<file path="src/rtl/tpd_pkg.sv">
package tpd_pkg;

  typedef enum logic [1:0] {
    CMD_LOW  = 2'd0,
    CMD_MID  = 2'd1,
    CMD_HIGH = 2'd2
  } cmd_e;

  typedef enum logic [3:0] {
    ST_IDLE,
    ST_H_WAIT,
    ST_H_NOVL,
    ST_H_ON,
    ST_L_WAIT,
    ST_L_NOVL,
    ST_L_ON,
    ST_M_WAIT,
    ST_M_NOVL,
    ST_M_BLANK,
    ST_M_ZCD,
    ST_M_DONE
  } seq_e;

  // timer slots
  localparam int unsigned T_NOV  = 0;
  localparam int unsigned T_BLK  = 1;
  localparam int unsigned T_TO   = 2;
  localparam int unsigned N_TMR  = 3;

  function automatic cmd_e decode_code(input logic [1:0] code);
    case (code)
      2'b00:   return CMD_LOW;
      2'b10:   return CMD_HIGH;
      default: return CMD_MID;
    endcase
  endfunction

  function automatic seq_e entry_of(input cmd_e c);
    case (c)
      CMD_HIGH: return ST_H_WAIT;
      CMD_LOW:  return ST_L_WAIT;
      default:  return ST_M_WAIT;
    endcase
  endfunction

endpackage

</file>
<file path="src/rtl/tpd_cmd_decode.sv">
module tpd_cmd_decode
  import tpd_pkg::*;
(
  input  logic       clk,
  input  logic       rst,
  input  logic [1:0] pwm_code,
  output cmd_e       cmd
);

  always_ff @(posedge clk) begin
    if (rst) cmd <= CMD_LOW;
    else     cmd <= decode_code(pwm_code);
  end

  // both mid encodings land on the same command
  a_r10_mid_alias: assert property (@(posedge clk) disable iff (rst)
    (pwm_code[0] && $past(pwm_code[0]) && !rst) |=> $stable(cmd));

endmodule

</file>
<file path="src/rtl/tpd_timer.sv">
module tpd_timer #(
  parameter int unsigned W = 4
) (
  input  logic         clk,
  input  logic         rst,
  input  logic         load,
  input  logic [W-1:0] load_val,
  output logic         done
);

  logic [W-1:0] cnt;

  always_ff @(posedge clk) begin
    if (rst)                cnt <= '0;
    else if (load)          cnt <= load_val;
    else if (cnt != '0)     cnt <= cnt - 1'b1;
  end

  assign done = (cnt == '0);

  // dead-time count never stalls or skips while running
  a_r4_timer_step: assert property (@(posedge clk) disable iff (rst)
    (!load && !done) |=> (cnt == $past(cnt) - 1'b1));

endmodule

</file>
<file path="src/rtl/tpd_seq.sv">
module tpd_seq
  import tpd_pkg::*;
(
  input  logic              clk,
  input  logic              rst,
  input  logic              drv_en,
  input  cmd_e              cmd,
  input  logic              hs_off,
  input  logic              ls_off,
  input  logic              sw_low,
  input  logic              zc,
  input  logic [N_TMR-1:0]  t_done,
  output logic [N_TMR-1:0]  t_load,
  output logic              hs_en,
  output logic              ls_en
);

  seq_e state, nxt;
  cmd_e cur;
  logic synced;
  logic steady;

  assign steady = drv_en && synced && (cmd == cur);

  always_comb begin
    nxt = state;
    if (!drv_en) begin
      nxt = ST_IDLE;
    end else if (!synced || (cmd != cur)) begin
      nxt = entry_of(cmd);
    end else begin
      case (state)
        ST_IDLE:    nxt = entry_of(cmd);
        ST_H_WAIT:  if (ls_off) nxt = ST_H_NOVL;
        ST_H_NOVL:  if (t_done[T_NOV]) nxt = ST_H_ON;
        ST_L_WAIT: begin
          if (t_done[T_TO])           nxt = ST_L_ON;
          else if (hs_off && sw_low)  nxt = ST_L_NOVL;
        end
        ST_L_NOVL:  if (t_done[T_NOV] || t_done[T_TO]) nxt = ST_L_ON;
        ST_M_WAIT:  if (hs_off) nxt = ST_M_NOVL;
        ST_M_NOVL:  if (t_done[T_NOV]) nxt = ST_M_BLANK;
        ST_M_BLANK: if (t_done[T_BLK]) nxt = ST_M_ZCD;
        ST_M_ZCD:   if (zc) nxt = ST_M_DONE;
        default:    nxt = state;
      endcase
    end
  end

  always_comb begin
    t_load        = '0;
    t_load[T_NOV] = (state != nxt) &&
                    ((nxt == ST_H_NOVL) || (nxt == ST_L_NOVL) || (nxt == ST_M_NOVL));
    t_load[T_BLK] = (state != nxt) && (nxt == ST_M_BLANK);
    t_load[T_TO]  = (state != nxt) && (nxt == ST_L_WAIT);
  end

  always_ff @(posedge clk) begin
    if (rst) begin
      state  <= ST_IDLE;
      cur    <= CMD_LOW;
      synced <= 1'b0;
      hs_en  <= 1'b0;
      ls_en  <= 1'b0;
    end else begin
      state  <= nxt;
      synced <= drv_en;
      if (drv_en) cur <= cmd;
      hs_en  <= (nxt == ST_H_ON);
      ls_en  <= (nxt == ST_L_ON) || (nxt == ST_M_BLANK) || (nxt == ST_M_ZCD);
    end
  end

  // no shoot-through
  a_r3_exclusive: assert property (@(posedge clk) disable iff (rst)
    !(hs_en && ls_en));

  // break before make on each side
  a_r3_hs_after_ls_off: assert property (@(posedge clk) disable iff (rst)
    $rose(hs_en) |-> !$past(ls_en));
  a_r3_ls_after_hs_off: assert property (@(posedge clk) disable iff (rst)
    $rose(ls_en) |-> !$past(hs_en));

  // supervisor disable clears both enables at the next edge
  a_r2_disable: assert property (@(posedge clk) disable iff (rst)
    !drv_en |=> (!hs_en && !ls_en));

  // blanking keeps the low side on regardless of zero cross
  a_r8_blank_hold: assert property (@(posedge clk) disable iff (rst)
    (state == ST_M_BLANK && steady) |=> ls_en);

  // an expired timeout in the low path forces the low side on
  a_r6_timeout_on: assert property (@(posedge clk) disable iff (rst)
    (state == ST_L_WAIT && t_done[T_TO] && steady) |=> ls_en);

  // after a zero cross the low side stays off while the command holds
  a_r9_done_off: assert property (@(posedge clk) disable iff (rst)
    (state == ST_M_DONE && steady) |=> !ls_en);

endmodule

</file>
<file path="src/rtl/tri_pwm_deadtime.sv">
module tri_pwm_deadtime
  import tpd_pkg::*;
#(
  parameter int unsigned NOVL_CYC  = 4,
  parameter int unsigned BLANK_CYC = 16,
  parameter int unsigned TOUT_CYC  = 40
) (
  input  logic       clk,
  input  logic       rst,
  input  logic [1:0] pwm_code,
  input  logic       drv_en,
  input  logic       hs_gate_off,
  input  logic       ls_gate_off,
  input  logic       sw_node_low,
  input  logic       zero_cross,
  output logic       hs_gate_en,
  output logic       ls_gate_en
);

  localparam int unsigned DUR_A   = (NOVL_CYC > BLANK_CYC) ? NOVL_CYC : BLANK_CYC;
  localparam int unsigned DUR_MAX = (DUR_A > TOUT_CYC) ? DUR_A : TOUT_CYC;
  localparam int unsigned TW      = (DUR_MAX > 1) ? $clog2(DUR_MAX) : 1;
  localparam int unsigned DUR [N_TMR] = '{NOVL_CYC, BLANK_CYC, TOUT_CYC};

  cmd_e             cmd;
  logic [N_TMR-1:0] t_load;
  logic [N_TMR-1:0] t_done;

  tpd_cmd_decode u_dec (
    .clk      (clk),
    .rst      (rst),
    .pwm_code (pwm_code),
    .cmd      (cmd)
  );

  for (genvar g = 0; g < N_TMR; g++) begin : g_tmr
    tpd_timer #(.W(TW)) u_tmr (
      .clk      (clk),
      .rst      (rst),
      .load     (t_load[g]),
      .load_val (TW'(DUR[g] - 1)),
      .done     (t_done[g])
    );
  end

  tpd_seq u_seq (
    .clk    (clk),
    .rst    (rst),
    .drv_en (drv_en),
    .cmd    (cmd),
    .hs_off (hs_gate_off),
    .ls_off (ls_gate_off),
    .sw_low (sw_node_low),
    .zc     (zero_cross),
    .t_done (t_done),
    .t_load (t_load),
    .hs_en  (hs_gate_en),
    .ls_en  (ls_gate_en)
  );

  // reset clears both enables
  a_r1_reset_low: assert property (@(posedge clk)
    rst |=> (!hs_gate_en && !ls_gate_en));

endmodule

</file>
<file path="config.mk">
export PLATFORM = sky130hd
export DESIGN_NAME = tri_pwm_deadtime
export DESIGN_NICKNAME = d
export VERILOG_FILES = /design/src/rtl/tpd_pkg.sv /design/src/rtl/tpd_cmd_decode.sv /design/src/rtl/tpd_timer.sv /design/src/rtl/tpd_seq.sv /design/src/rtl/tri_pwm_deadtime.sv
export SDC_FILE = /design/constraint.sdc
export NUM_CORES = 1
export LEC_CHECK = 0
export BUFFER_PORTS_ARGS = -buffer_cell sky130_fd_sc_hd__buf_4
export CAP_MARGIN = 20
export CELL_PAD_IN_SITES_DETAIL_PLACEMENT = 1
export CELL_PAD_IN_SITES_GLOBAL_PLACEMENT = 1
export CORE_MARGIN = 5
export CORE_UTILIZATION = 45
export CTS_CLUSTER_SIZE = 30
export DETAILED_ROUTE_END_ITERATION = 7
export PLACE_DENSITY = 0.86
export SYNTH_ARGS = -nofsm -noshare
export SYNTH_HDL_FRONTEND = slang
export SYNTH_SLANG_ARGS = --single-unit
</file>
<file path="constraint.sdc">
create_clock -name clk -period 3.06 [get_ports clk]
set_input_delay 0.612 -clock clk [delete_from_list [all_inputs] [get_ports clk]]
set_output_delay 0.612 -clock clk [all_outputs]
set_load 0.05 [all_outputs]
</file>
==> metrics.csv <==
metric,value,unit
num_rows,23,
ant_nets,0,
fill_cells,505,
ioPinCount,11,
drv_slew,0,
fmax,353,MHz
cts_sinks,29,
endpoint_kind,flop,
ys_ff_latch,29,
placed_cells,285,
hp-start,pwm_code[0],
io_buffer_count,10,
yosys_warnings,0,
reg2reg_to,g_tmr[0].u_tmr.cnt[2]$_SDFFE_PP0N_,
dieWidth,74.3,um
clk_pin_slew,0.07,ns
drive_gt1_share,14.0,%
syn-num-nets,244,
grt_usage,20.6,%
r2r_slack,0.23,ns
cts_hold_buffers,0,
synth_edf_count,0,
setup_violations,0,
initial_core_util,46.4,%
area_delta_synth_final,13.7,%
clock_path_buffers,2,
dieArea,5510,sq um
finalNonFillerCells,293,
synth.yosys.seq_area_share,31.2,%
grt_pass1_wl,8790,um
min_period,2.83,ns
skew,0.00922,ns
worstMarginPinSlew,0.589,ns
crit_type,reg -> reg,
num_vias,1791,
synth_most_common_cell,dfxtp_1,
cp-start-kind,flop,
rr_worst_depth,9,
routed_wl,5010,um
synth_flop_cell,dfxtp_1,
p_leak,0.820,nW
gp_congestion,0.830,
die_h,74.3,um
synth.top_cell.area_share,31.2,%
via_per_inst,6.11,
holdPathEnd,u_dec.cmd[1]$_SDFF_PP0_,
status,"complete, no violations",
h-tree-depth,2,
hp-class,in -> reg,
crit_path_max_incr_delay,0.51,ns
place_ws,0.108,ns
critical_path_peak_fanout,5,
crit_required,3.27,ns
holdWs,0.497,ns
fp.coreArea,4000,sq um
grt_max_degree,28,
drc_errors,0,
n_antenna_cell,0,
path_cells,inv_1 -> ha_1 -> or4b_4 -> nor4_2 -> a2111oi_1 -> a211oi_2 -> mux2i_1 -> nand3_1 -> a221oi_2,
synthTopCellsByCount,"29 x dfxtp_1, 21 x nand2_1, 16 x a21oi_1",
async_flop_share,0,%
slew_headroom,60.7,%
wl_per_cell,17.1,um
avgSynthCellArea,8.01,sq um
syn_inst,232,
clockRootBuffer,clkbuf_8,
synth_area,1860,sq um
drv_cap,0,
ir_drop,0.506,mV
cts_buffers,5,
timing.final.crit_share,92.5,%
cp.arrival,3.04,ns
grt.overflow.total,0,
grt_pass1_vias,1858,
synth_area_leaders,"dfxtp_1 31%, a21oi_1 4.3%, nand2_1 4.2%, nand2b_1 3.4%, xnor2_1 2.8%",
postCtsSetupRepairBufs,0,
setup_ws,0.228,ns
hold_depth,2,
drt_pass1_iterations,4,
synth_cell_types,53,
pwr_density_cell,839,nW/um^2
worstSkewPairLatency,0.29,ns
synth_top_cell_by_area,dfxtp_1,
hold_violations,0,
cts_tree,done,
antenna_found_initial,0,
dp_hpwl,3720,um
r2r-start,g_tmr[2].u_tmr.cnt[0]$_SDFFE_PP0P_,
setup_tns,0,ns
final_nets,254,
rsz0062_at_grt,no,
drt_iter0_markers,117,
crit_slowest_cell,or4b_4,
## critical path: cells and delay by family (launching register included)
kind | cells | cell delay, ns
compound gates | 3 | 0.82
fa+ha+maj | 1 | 0.18
buf+inv | 1 | 0.09
flops | 1 | 0.32
mux | 1 | 0.32
simple gates | 3 | 1.02
## state kept, by name, indices dropped and copies added, names as in the netlist
name / count
u_seq.cur: 2
u_dec.cmd: 2
u_seq.ls_en: 1
u_seq.synced: 1
u_seq.state: 4
g_tmr.u_tmr.cnt: 18
u_seq.hs_en: 1
## worst max path at each step
stage,startpoint,to,depth (start not counted)
after detailed placement,g_tmr[2].u_tmr.cnt[0]$_SDFFE_PP0P_,g_tmr[0].u_tmr.cnt[2]$_SDFFE_PP0N_,9
after CTS,g_tmr[2].u_tmr.cnt[0]$_SDFFE_PP0P_,g_tmr[0].u_tmr.cnt[2]$_SDFFE_PP0N_,9
final,g_tmr[2].u_tmr.cnt[0]$_SDFFE_PP0P_,g_tmr[0].u_tmr.cnt[2]$_SDFFE_PP0N_,9
after global routing,g_tmr[2].u_tmr.cnt[0]$_SDFFE_PP0P_,g_tmr[2].u_tmr.cnt[3]$_SDFFE_PP0P_,9
after floorplan,g_tmr[2].u_tmr.cnt[0]$_SDFFE_PP0P_,g_tmr[0].u_tmr.cnt[2]$_SDFFE_PP0N_,9
after global placement,g_tmr[2].u_tmr.cnt[0]$_SDFFE_PP0P_,g_tmr[0].u_tmr.cnt[2]$_SDFFE_PP0N_,9
## cell usage in the layout, fill, tap and decap left out, types with 2 or more instances in the layout
cell and instances:
nor3_1 6, xnor2_1 6, nand3_1 6, nor4_1 3, or2_2 4, a31oi_1 6, and3b_1 3, mux2i_1 5
ha_1 3, and2_1 8, a21o_1 2, a221oi_2 2, nand3b_1 2, nand2b_1 10, nor2b_1 6, clkbuf_8 6
and4b_1 2, o22ai_1 2, nand2_1 21, or4_1 2, nand4_1 3, o211ai_1 3, buf_4 14, nor2_1 12
a21oi_1 16, and4_1 3, inv_1 12, a211o_1 4, dfxtp_1 29, o21ai_0 8, o31ai_1 3, a221oi_1 2
or3_1 4
## routing by layer
layer | track usage [%] | share of wire (%)
met4 | 6.32 | 1.1
met5 | 0 | 0
met3 | 4.05 | 2.6
met2 | 35.3 | 50
met1 | 26.1 | 46
## area by class of cell
cell class                      count  area [sq um]  area share, %
Multi-Input combinational cell    180          1200           56.9
Sequential cell                    29           581           27.5
Timing Repair Buffer               14           105           4.98
Clock buffer                        7          86.3           4.09
Tap cell                           50          62.6           2.96
Inverter                           12          45.0           2.13
Clock inverter                      1          30.0           1.42
## kinds of logic after synthesis
kind of cell / after synthesis / share of synthesized area [%]
and+or+nand+nor: 105 / 33.3
AOI/OAI and AO/OA: 60 / 22.6
DFF: 29 / 31.2
buffers and inverters: 23 / 4.85
xor gates and xnor gates: 7 / 3.30
muxes: 5 / 2.69
adders and majority gates: 3 / 2.02
## timing repair
action,CTS,global route
endpoints found under the hold margin,0,0
endpoints found under the setup margin,0,12
resized for setup,0,3
## metrics by stage
stage	power [W]	area, sq um	util [%]
after floorplan	0.00115	1860	-
after global placement	0.00132	1980	49.5
after detailed placement	0.00135	1980	49.5
after CTS	0.00178	2100	52.4
after global routing	0.00192	2110	52.8
final	0.00177	2110	52.8
## power breakdown
part | internal [W] | switching, W
combinational | 0.000372 | 0.000414
sequential | 0.000473 | 0.0000921
clock | 0.000265 | 0.000156
total | 0.00111 | 0.000662
Power figures use the tool's default switching activity.
